### src/rtl/smb_pkg.sv
package smb_pkg;

  typedef enum logic [3:0] {
    ST_IDLE,
    ST_ADDR,
    ST_AACK,
    ST_REG,
    ST_RACK,
    ST_WDAT,
    ST_WACK,
    ST_TX,
    ST_TXACK,
    ST_SKIP
  } smbState_t;

  // strobes from control to datapath
  typedef struct packed {
    logic shiftIn;
    logic loadPtr;
    logic doWrite;
    logic loadTx;
    logic shiftTx;
    logic driveAck;
    logic driveData;
  } smbCtl_t;

  localparam logic [7:0] CFG_REG_ADDR = 8'h20;

endpackage

### src/rtl/smb_line_watch.sv
module smb_line_watch #(
  parameter int FILT_LEN = 3
) (
  input  logic clk,
  input  logic rstN,
  input  logic sclIn,
  input  logic sdaIn,
  output logic sclF,
  output logic sdaF,
  output logic sclRise,
  output logic sclFall,
  output logic startSeen,
  output logic stopSeen
);

  localparam int NUM_LINES = 2;

  logic [NUM_LINES-1:0] rawIn;
  logic [NUM_LINES-1:0] cleanQ;
  logic sclD, sdaD;

  assign rawIn = {sdaIn, sclIn};

  for (genvar g = 0; g < NUM_LINES; g++) begin : g_line
    logic [1:0]          syncQ;
    logic [FILT_LEN-1:0] hist;
    logic                clean;

    always_ff @(posedge clk or negedge rstN) begin
      if (!rstN) begin
        syncQ <= '1;
        hist  <= '1;
        clean <= 1'b1;
      end else begin
        syncQ <= {syncQ[0], rawIn[g]};
        hist  <= {hist[FILT_LEN-2:0], syncQ[1]};
        if (&hist)       clean <= 1'b1;
        else if (~|hist) clean <= 1'b0;
      end
    end

    assign cleanQ[g] = clean;
  end

  assign sclF = cleanQ[0];
  assign sdaF = cleanQ[1];

  always_ff @(posedge clk or negedge rstN) begin
    if (!rstN) begin
      sclD <= 1'b1;
      sdaD <= 1'b1;
    end else begin
      sclD <= sclF;
      sdaD <= sdaF;
    end
  end

  assign sclRise   = sclF & ~sclD;
  assign sclFall   = ~sclF & sclD;
  assign startSeen = sclF & sclD & sdaD & ~sdaF;
  assign stopSeen  = sclF & sclD & ~sdaD & sdaF;

endmodule

### src/rtl/smb_timeout.sv
module smb_timeout #(
  parameter int LOW_CYC  = 3000000,
  parameter int IDLE_CYC = 15000
) (
  input  logic clk,
  input  logic rstN,
  input  logic sclF,
  input  logic sdaF,
  input  logic tmoOff,
  output logic tmoHit
);

  localparam int LW = $clog2(LOW_CYC + 1);
  localparam int IW = $clog2(IDLE_CYC + 1);
  localparam logic [LW-1:0] LOW_END  = LW'(LOW_CYC - 1);
  localparam logic [LW-1:0] LOW_LIM  = LW'(LOW_CYC);
  localparam logic [IW-1:0] IDLE_END = IW'(IDLE_CYC - 1);
  localparam logic [IW-1:0] IDLE_LIM = IW'(IDLE_CYC);

  logic [LW-1:0] lowCnt;
  logic [IW-1:0] idleCnt;
  logic          bothHigh;

  assign bothHigh = sclF & sdaF;

  always_ff @(posedge clk or negedge rstN) begin
    if (!rstN) begin
      lowCnt  <= '0;
      idleCnt <= '0;
      tmoHit  <= 1'b0;
    end else begin
      if (tmoOff || sclF)         lowCnt <= '0;
      else if (lowCnt != LOW_LIM) lowCnt <= lowCnt + 1'b1;

      if (tmoOff || !bothHigh)      idleCnt <= '0;
      else if (idleCnt != IDLE_LIM) idleCnt <= idleCnt + 1'b1;

      tmoHit <= !tmoOff && ((!sclF && lowCnt == LOW_END) ||
                            (bothHigh && idleCnt == IDLE_END));
    end
  end

  AST_TMO_QUIET_WHEN_OFF: assert property (@(posedge clk) disable iff (!rstN)
    tmoOff |=> !tmoHit);

endmodule

### src/rtl/smb_ctrl.sv
module smb_ctrl
  import smb_pkg::*;
#(
  parameter logic [6:0] TARGET_ADDR = 7'h2F
) (
  input  logic       clk,
  input  logic       rstN,
  input  logic       sclRise,
  input  logic       sclFall,
  input  logic       startSeen,
  input  logic       stopSeen,
  input  logic       tmoHit,
  input  logic       sdaF,
  input  logic [7:0] rxByte,
  output smbCtl_t    ctl
);

  smbState_t  state, stateN;
  logic [2:0] bitCnt, bitN;
  logic       byteDone, doneN;
  logic       rwBit, rwN;
  logic       hostAck, ackN;

  always_comb begin
    stateN = state;
    bitN   = bitCnt;
    doneN  = byteDone;
    rwN    = rwBit;
    ackN   = hostAck;
    ctl    = '0;
    ctl.driveAck  = state inside {ST_AACK, ST_RACK, ST_WACK};
    ctl.driveData = (state == ST_TX);

    if (stopSeen) begin
      stateN = ST_IDLE;
      bitN   = '0;
      doneN  = 1'b0;
    end else if (startSeen) begin
      stateN = ST_ADDR;
      bitN   = '0;
      doneN  = 1'b0;
    end else if (tmoHit) begin
      stateN = ST_IDLE;
      bitN   = '0;
      doneN  = 1'b0;
    end else begin
      case (state)
        ST_ADDR, ST_REG, ST_WDAT: begin
          if (sclRise) begin
            ctl.shiftIn = 1'b1;
            bitN = bitCnt + 3'd1;
            if (bitCnt == 3'd7) doneN = 1'b1;
          end else if (sclFall && byteDone) begin
            doneN = 1'b0;
            bitN  = '0;
            case (state)
              ST_ADDR: begin
                if (rxByte[7:1] == TARGET_ADDR) begin
                  stateN = ST_AACK;
                  rwN    = rxByte[0];
                end else begin
                  stateN = ST_SKIP;
                end
              end
              ST_REG: begin
                ctl.loadPtr = 1'b1;
                stateN = ST_RACK;
              end
              default: begin
                ctl.doWrite = 1'b1;
                stateN = ST_WACK;
              end
            endcase
          end
        end
        ST_AACK: begin
          if (sclFall) begin
            if (rwBit) begin
              ctl.loadTx = 1'b1;
              stateN = ST_TX;
            end else begin
              stateN = ST_REG;
            end
          end
        end
        ST_RACK:  if (sclFall) stateN = ST_WDAT;
        ST_WACK:  if (sclFall) stateN = ST_SKIP;
        ST_TX: begin
          if (sclFall) begin
            ctl.shiftTx = 1'b1;
            bitN = bitCnt + 3'd1;
            if (bitCnt == 3'd7) stateN = ST_TXACK;
          end
        end
        ST_TXACK: begin
          if (sclRise) begin
            ackN = !sdaF;
          end else if (sclFall) begin
            if (hostAck) begin
              ctl.loadTx = 1'b1;
              stateN = ST_TX;
            end else begin
              stateN = ST_SKIP;
            end
          end
        end
        default: ;
      endcase
    end
  end

  always_ff @(posedge clk or negedge rstN) begin
    if (!rstN) begin
      state    <= ST_IDLE;
      bitCnt   <= '0;
      byteDone <= 1'b0;
      rwBit    <= 1'b0;
      hostAck  <= 1'b0;
    end else begin
      state    <= stateN;
      bitCnt   <= bitN;
      byteDone <= doneN;
      rwBit    <= rwN;
      hostAck  <= ackN;
    end
  end

  AST_STOP_TO_IDLE: assert property (@(posedge clk) disable iff (!rstN)
    stopSeen |=> state == ST_IDLE);
  AST_START_WINS: assert property (@(posedge clk) disable iff (!rstN)
    (startSeen && !stopSeen) |=> state == ST_ADDR);
  AST_TMO_ABORT: assert property (@(posedge clk) disable iff (!rstN)
    (tmoHit && !startSeen) |=> state == ST_IDLE);

endmodule

### src/rtl/smb_datapath.sv
module smb_datapath
  import smb_pkg::*;
(
  input  logic       clk,
  input  logic       rstN,
  input  smbCtl_t    ctl,
  input  logic       sdaF,
  input  logic [7:0] regRdata,
  output logic [7:0] rxByte,
  output logic       sdaOe,
  output logic [7:0] regAddr,
  output logic [7:0] regWdata,
  output logic       regWe,
  output logic       tmoOff
);

  logic [7:0] rxReg, txReg, ptrReg, cfgReg;
  logic       ptrIsCfg;

  assign ptrIsCfg = (ptrReg == CFG_REG_ADDR);

  always_ff @(posedge clk or negedge rstN) begin
    if (!rstN) begin
      rxReg    <= '0;
      txReg    <= '1;
      ptrReg   <= '0;
      cfgReg   <= 8'h01;
      regWe    <= 1'b0;
      regWdata <= '0;
      sdaOe    <= 1'b0;
    end else begin
      regWe <= 1'b0;
      if (ctl.shiftIn) rxReg <= {rxReg[6:0], sdaF};
      if (ctl.loadPtr) ptrReg <= rxReg;
      if (ctl.doWrite) begin
        if (ptrIsCfg) begin
          cfgReg <= rxReg;
        end else begin
          regWe    <= 1'b1;
          regWdata <= rxReg;
        end
      end
      if (ctl.loadTx)       txReg <= ptrIsCfg ? cfgReg : regRdata;
      else if (ctl.shiftTx) txReg <= {txReg[6:0], 1'b1};
      sdaOe <= ctl.driveAck | (ctl.driveData & ~txReg[7]);
    end
  end

  assign rxByte  = rxReg;
  assign regAddr = ptrReg;
  assign tmoOff  = cfgReg[0];

  AST_WE_SINGLE: assert property (@(posedge clk) disable iff (!rstN)
    regWe |=> !regWe);
  AST_CFG_NOT_EXPORTED: assert property (@(posedge clk) disable iff (!rstN)
    regWe |-> regAddr != CFG_REG_ADDR);

endmodule

### src/rtl/smb_target.sv
module smb_target
  import smb_pkg::*;
#(
  parameter logic [6:0] TARGET_ADDR = 7'h2F,
  parameter int CLK_PER_US  = 100,
  parameter int LOW_TMO_US  = 30000,
  parameter int IDLE_TMO_US = 150,
  parameter int FILT_LEN    = 3
) (
  input  logic       clk,
  input  logic       rstN,
  input  logic       sclIn,
  input  logic       sdaIn,
  output logic       sdaOe,
  output logic [7:0] regAddr,
  output logic [7:0] regWdata,
  output logic       regWe,
  input  logic [7:0] regRdata
);

  localparam int LOW_CYC  = CLK_PER_US * LOW_TMO_US;
  localparam int IDLE_CYC = CLK_PER_US * IDLE_TMO_US;

  logic sclF, sdaF, sclRise, sclFall, startSeen, stopSeen;
  logic tmoHit, tmoOff;
  logic [7:0] rxByte;
  smbCtl_t ctl;

  smb_line_watch #(.FILT_LEN(FILT_LEN)) i_watch (
    .clk(clk), .rstN(rstN), .sclIn(sclIn), .sdaIn(sdaIn),
    .sclF(sclF), .sdaF(sdaF), .sclRise(sclRise), .sclFall(sclFall),
    .startSeen(startSeen), .stopSeen(stopSeen)
  );

  smb_timeout #(.LOW_CYC(LOW_CYC), .IDLE_CYC(IDLE_CYC)) i_tmo (
    .clk(clk), .rstN(rstN), .sclF(sclF), .sdaF(sdaF),
    .tmoOff(tmoOff), .tmoHit(tmoHit)
  );

  smb_ctrl #(.TARGET_ADDR(TARGET_ADDR)) i_ctrl (
    .clk(clk), .rstN(rstN), .sclRise(sclRise), .sclFall(sclFall),
    .startSeen(startSeen), .stopSeen(stopSeen), .tmoHit(tmoHit),
    .sdaF(sdaF), .rxByte(rxByte), .ctl(ctl)
  );

  smb_datapath i_dp (
    .clk(clk), .rstN(rstN), .ctl(ctl), .sdaF(sdaF), .regRdata(regRdata),
    .rxByte(rxByte), .sdaOe(sdaOe), .regAddr(regAddr),
    .regWdata(regWdata), .regWe(regWe), .tmoOff(tmoOff)
  );

endmodule

### config.mk
export PLATFORM = sky130hd
export DESIGN_NAME = smb_target
export DESIGN_NICKNAME = d
export VERILOG_FILES = /design/src/rtl/smb_pkg.sv /design/src/rtl/smb_line_watch.sv /design/src/rtl/smb_timeout.sv /design/src/rtl/smb_ctrl.sv /design/src/rtl/smb_datapath.sv /design/src/rtl/smb_target.sv
export SDC_FILE = /design/constraint.sdc
export NUM_CORES = 1
export LEC_CHECK = 0
export BUFFER_PORTS_ARGS = -buffer_cell sky130_fd_sc_hd__buf_2
export CAP_MARGIN = 20
export CORE_ASPECT_RATIO = 1.4
export CORE_MARGIN = 2
export CORE_UTILIZATION = 30
export CTS_CLUSTER_SIZE = 8
export DETAILED_ROUTE_END_ITERATION = 16
export PLACE_DENSITY = 0.56
export SETUP_SLACK_MARGIN = 0.4
export SLEW_MARGIN = 20
export SYNTH_ARGS = -nofsm -noshare
export SYNTH_HDL_FRONTEND = slang
export SYNTH_SLANG_ARGS = --single-unit
### constraint.sdc
create_clock -name clk -period 1.96 [get_ports clk]
set_input_delay 0.392 -clock clk [delete_from_list [all_inputs] [get_ports clk]]
set_output_delay 0.392 -clock clk [all_outputs]
set_load 0.03 [all_outputs]
==> impl_results.md <==
* Logic gate share of total power at 14.0%
* CP Max Fanout at 3
* LEAKAGE at 3.045 nW
* Crit path required time at 2.19 ns
* Clk buf depth at 2
* Share of cells above drive strength 1 at 47.56%
* Area grow syn2layout at 38.28%
* DR DRC count at 0
* Initial DRC Count at 155
* Async SR Flop Fraction at 100.0%
* Fmax at 535.6 MHz
* Finished Cell Area at 0.006680 mm2
* Final wirelength at 11260 um
* Reg2Reg Depth at 5
* Number of inserted diodes at 0
* Buf+Inv Stages, Crit Path at 0
* Post-synth net total at 444
* Clock power frac at 36.8%
* Status: complete, no violations
* Synth Flop Type: dfrtp_1
* Endpoints failing setup at 0
* Top cells by area, synth: dfrtp_1 41%, dfstp_2 13%, mux2_1 7.9%, xor2_1 3.6%, nor2_1 3.0%
* Clk sinks at 103
* Pin count of the biggest net entering global routing at 56
* R2r endpoint: i_tmo.lowCnt[1]
* Worst-skew pair later-pin latency at 0.35 ns
* Pwr dens at 733.2 mW/mm2
* Routability congestion estimate from global placement at 0.8337
* Worst Hold Launch: sdaIn
* Post-Syn Area per Cell at 11.34 um2
* Sequential element share of the synthesized area at 53.95%
* Post-synth EDFFs at 0
* Distinct cells, synth at 59
* Worst vdd ir at 0.4630 mV
* First-pass GRT wire length at 19020 um
* Min-Delay Path Class: input port to flip-flop
* Final period util at 95.25%
* Fin Setup TNS at 0 ns
* Post-Syn Area at 0.004831 mm2
* NetSw at 0.001288 W
* R2R Setup Slk at 0.09 ns
* Hold depth at 1
* Crit path launch type: flip-flop
* Syn Inst Count at 426
* Core Region at 0.01568 mm2
* H-tree depth at 3
* Routed Antenna Nets at 0
* Period minus WS final at 1.867 ns
* Switching part of the total power at 26.29%
* Vias in the first global route at 3821
* DR WL/cell at 15.46 um
* Die height at 154.1 um
* Initial antenna violation count at 0
* RSZ-0062 raised after global routing: yes
* Die extent in x at 111.2 um
* Internal power at 0.003610 W
* Warnings from Yosys at 0
* Rel. slew slack at 70.96%
* FP Rows at 54
* Synth area leader: dfrtp_1
* Area after DPL at 0.005547 mm2
* Reg power frac at 49.2%
* Crit path capture type: flip-flop
* CP max stage cell: or4b_4
* CTS tree: done
* GRT overflow at 0
* Commonest non-fill, non-tap cell in the layout: dfrtp_1
* Starting Density at 30.82%
* Crit. path cell count at 5
* Vias per inst at 4.867
* DR pass1 iterations at 4
* Most frequent cells in the layout: 66 x dfrtp_1, 51 x buf_4, 36 x nor2_1
* Worst EP arrival at 2.10 ns
* Port bufs at 29
* Largest stage delay, worst path at 0.56 ns
* Die area at 0.01715 mm2
* Final hold vios at 0
* Final Max Tran Viols at 0
* Worst R2R Start: i_tmo.lowCnt[8]
* Reg clk slew, reported paths at 0.07 ns
* # fillers at 1473
* Gr usage total at 13.86%
* Cts bufs inserted at 9
* CP Cell Sequence: or4b_4 -> nor4_4 -> and3_4 -> mux2i_1 -> nor2_1
* # nets final at 545
* Max Cap Viol at 0
* Worst-margin pin slew at 0.4355 ns
* FF+latch count, synth at 103
* I/O Pins at 30
* Yosys top cell area share at 41.44%
* Kind of critical path: flip-flop to flip-flop
* Hold Path End: i_watch.g_line[1].syncQ[0]
* Final HPWL DP at 7244 um
* Via count at 3543
* Worst clock skew at 0.008732 ns
* Worst setup path start: i_tmo.lowCnt[8]
* Crit-path leading delay family: simple AND/OR/NAND/NOR gates
* Root Buffer: clkbuf_16
[power by group through the flow]
stage               registers [W]  logic (W)  clock network [W]
finish                    0.00241   0.000686            0.00180
global route              0.00243   0.000762            0.00196
CTS                       0.00241   0.000675            0.00187
detailed placement        0.00245   0.000568                  0
global placement          0.00245   0.000552                  0
floorplan                 0.00239   0.000407                  0
[sequential cells by signal, indices dropped and copies added, names as in the netlist]
| name | flops |
|---|---|
| i_ctrl.rwBit | 1 |
| i_dp.rxByte | 8 |
| i_watch.g_line.hist | 6 |
| i_ctrl.state | 4 |
| i_dp.regWe | 1 |
| i_watch.sclD | 1 |
| i_dp.regAddr | 8 |
| i_ctrl.byteDone | 1 |
| i_ctrl.bitCnt | 3 |
| i_dp.cfgReg | 8 |
| i_dp.txReg | 8 |
| i_dp.regWdata | 8 |
| i_watch.sdaD | 1 |
| i_dp.sdaOe | 1 |
| i_tmo.lowCnt | 22 |
| i_watch.sdaF | 1 |
| i_tmo.tmoHit | 1 |
| i_tmo.idleCnt | 14 |
| i_ctrl.hostAck | 1 |
| i_watch.sclF | 1 |
| i_watch.g_line.syncQ | 4 |
[area by class of cell]
class                      count  area [um2]  share of cell area [%]
clock buffer                  10       229.0                   3.428
tap                          196       245.2                   3.671
sequential                   103        2624                   39.28
multi-input combinational    299        2621                   39.24
timing repair buffer         101       829.5                   12.42
clock inverter                 6       67.56                   1.011
inverter                      13       63.81                  0.9552
[cells by family after synthesis]
| logic type | after synthesis | share of synthesized area, % |
|---|---|---|
| mux | 53 | 12.07 |
| fa+ha+maj | 6 | 1.554 |
| simple gates | 157 | 18.05 |
| compound gates | 49 | 6.294 |
| flops | 103 | 53.95 |
| xor+xnor | 32 | 5.802 |
| buf+inv | 26 | 2.279 |
[per-stage QoR]
stage / cells / util (%) / hold slack [ns] / setup WS (ns) / power, W
3_3_place_gp: 658 / 35.38 / 0.2694 / 0.04497 / 0.002999
4_1_cts: 712 / 40.86 / 0.1268 / 0.08392 / 0.004956
2_1_floorplan: 426 / - / 0.09641 / 0.1823 / 0.002795
5_1_grt: 728 / 42.62 / 0.1280 / 0.007546 / 0.005147
6_report: 728 / 42.62 / 0.1377 / 0.09306 / 0.004898
3_5_place_dp: 658 / 35.38 / 0.2751 / 0.03248 / 0.003016
[metal layers]
layer  wire length, um  track usage (%)  vias to the layer above
met1              4653            16.34                     1755
met3               293            2.444                       25
met4               427            7.172                        0
met2              5882            24.07                       62
li1                  -                -                     1701
met5                 0                0                        -
[cells in the mapped netlist (2+ instances only)]
| library cell | n |
|---|---|
| nor3_1 | 5 |
| dfstp_2 | 23 |
| mux2_1 | 34 |
| and2_1 | 3 |
| a211oi_1 | 4 |
| mux2_2 | 8 |
| inv_1 | 12 |
| clkbuf_1 | 5 |
| a22o_1 | 2 |
| nor4_4 | 2 |
| nor4_1 | 3 |
| a31oi_1 | 2 |
| xnor2_1 | 12 |
| nor2_1 | 38 |
| mux2i_1 | 11 |
| nand4_1 | 9 |
| nand3_1 | 19 |
| o31ai_1 | 2 |
| o22ai_1 | 2 |
| xor2_1 | 20 |
| ha_1 | 6 |
| nor3b_1 | 2 |
| nor4_2 | 2 |
| o21ai_1 | 10 |
| o21ai_0 | 7 |
| nand2b_1 | 4 |
| or2_2 | 2 |
| or4_1 | 3 |
| nor4b_1 | 2 |
| or3_1 | 7 |
| nor2b_1 | 4 |
| nand2_1 | 32 |
| buf_2 | 7 |
| and3_1 | 6 |
| or4b_1 | 2 |
| a21oi_1 | 12 |
| dfrtp_1 | 80 |
[repair_timing]
action	4_1_cts	5_1_grt
endpoints found under the hold margin	15	0
setup endpoints to repair	63	77
gates resized for setup	53	38
hold buffers	1	0
gates cloned	3	1
pin swaps	18	24
buffers inserted	34	15
[how the worst max path moves through the flow]
| stage | endpoint | slack [ns] |
|---|---|---|
| after global routing | i_tmo.lowCnt[1] | 0.008 |
| after CTS | i_tmo.lowCnt[1] | 0.08 |
| final | i_tmo.lowCnt[1] | 0.09 |
| after global placement | i_dp.cfgReg[3] | 0.04 |
| after detailed placement | i_dp.cfgReg[3] | 0.03 |
| after floorplan | i_tmo.lowCnt[1] | 0.18 |
No activity file was read; power rests on OpenSTA's default activity.
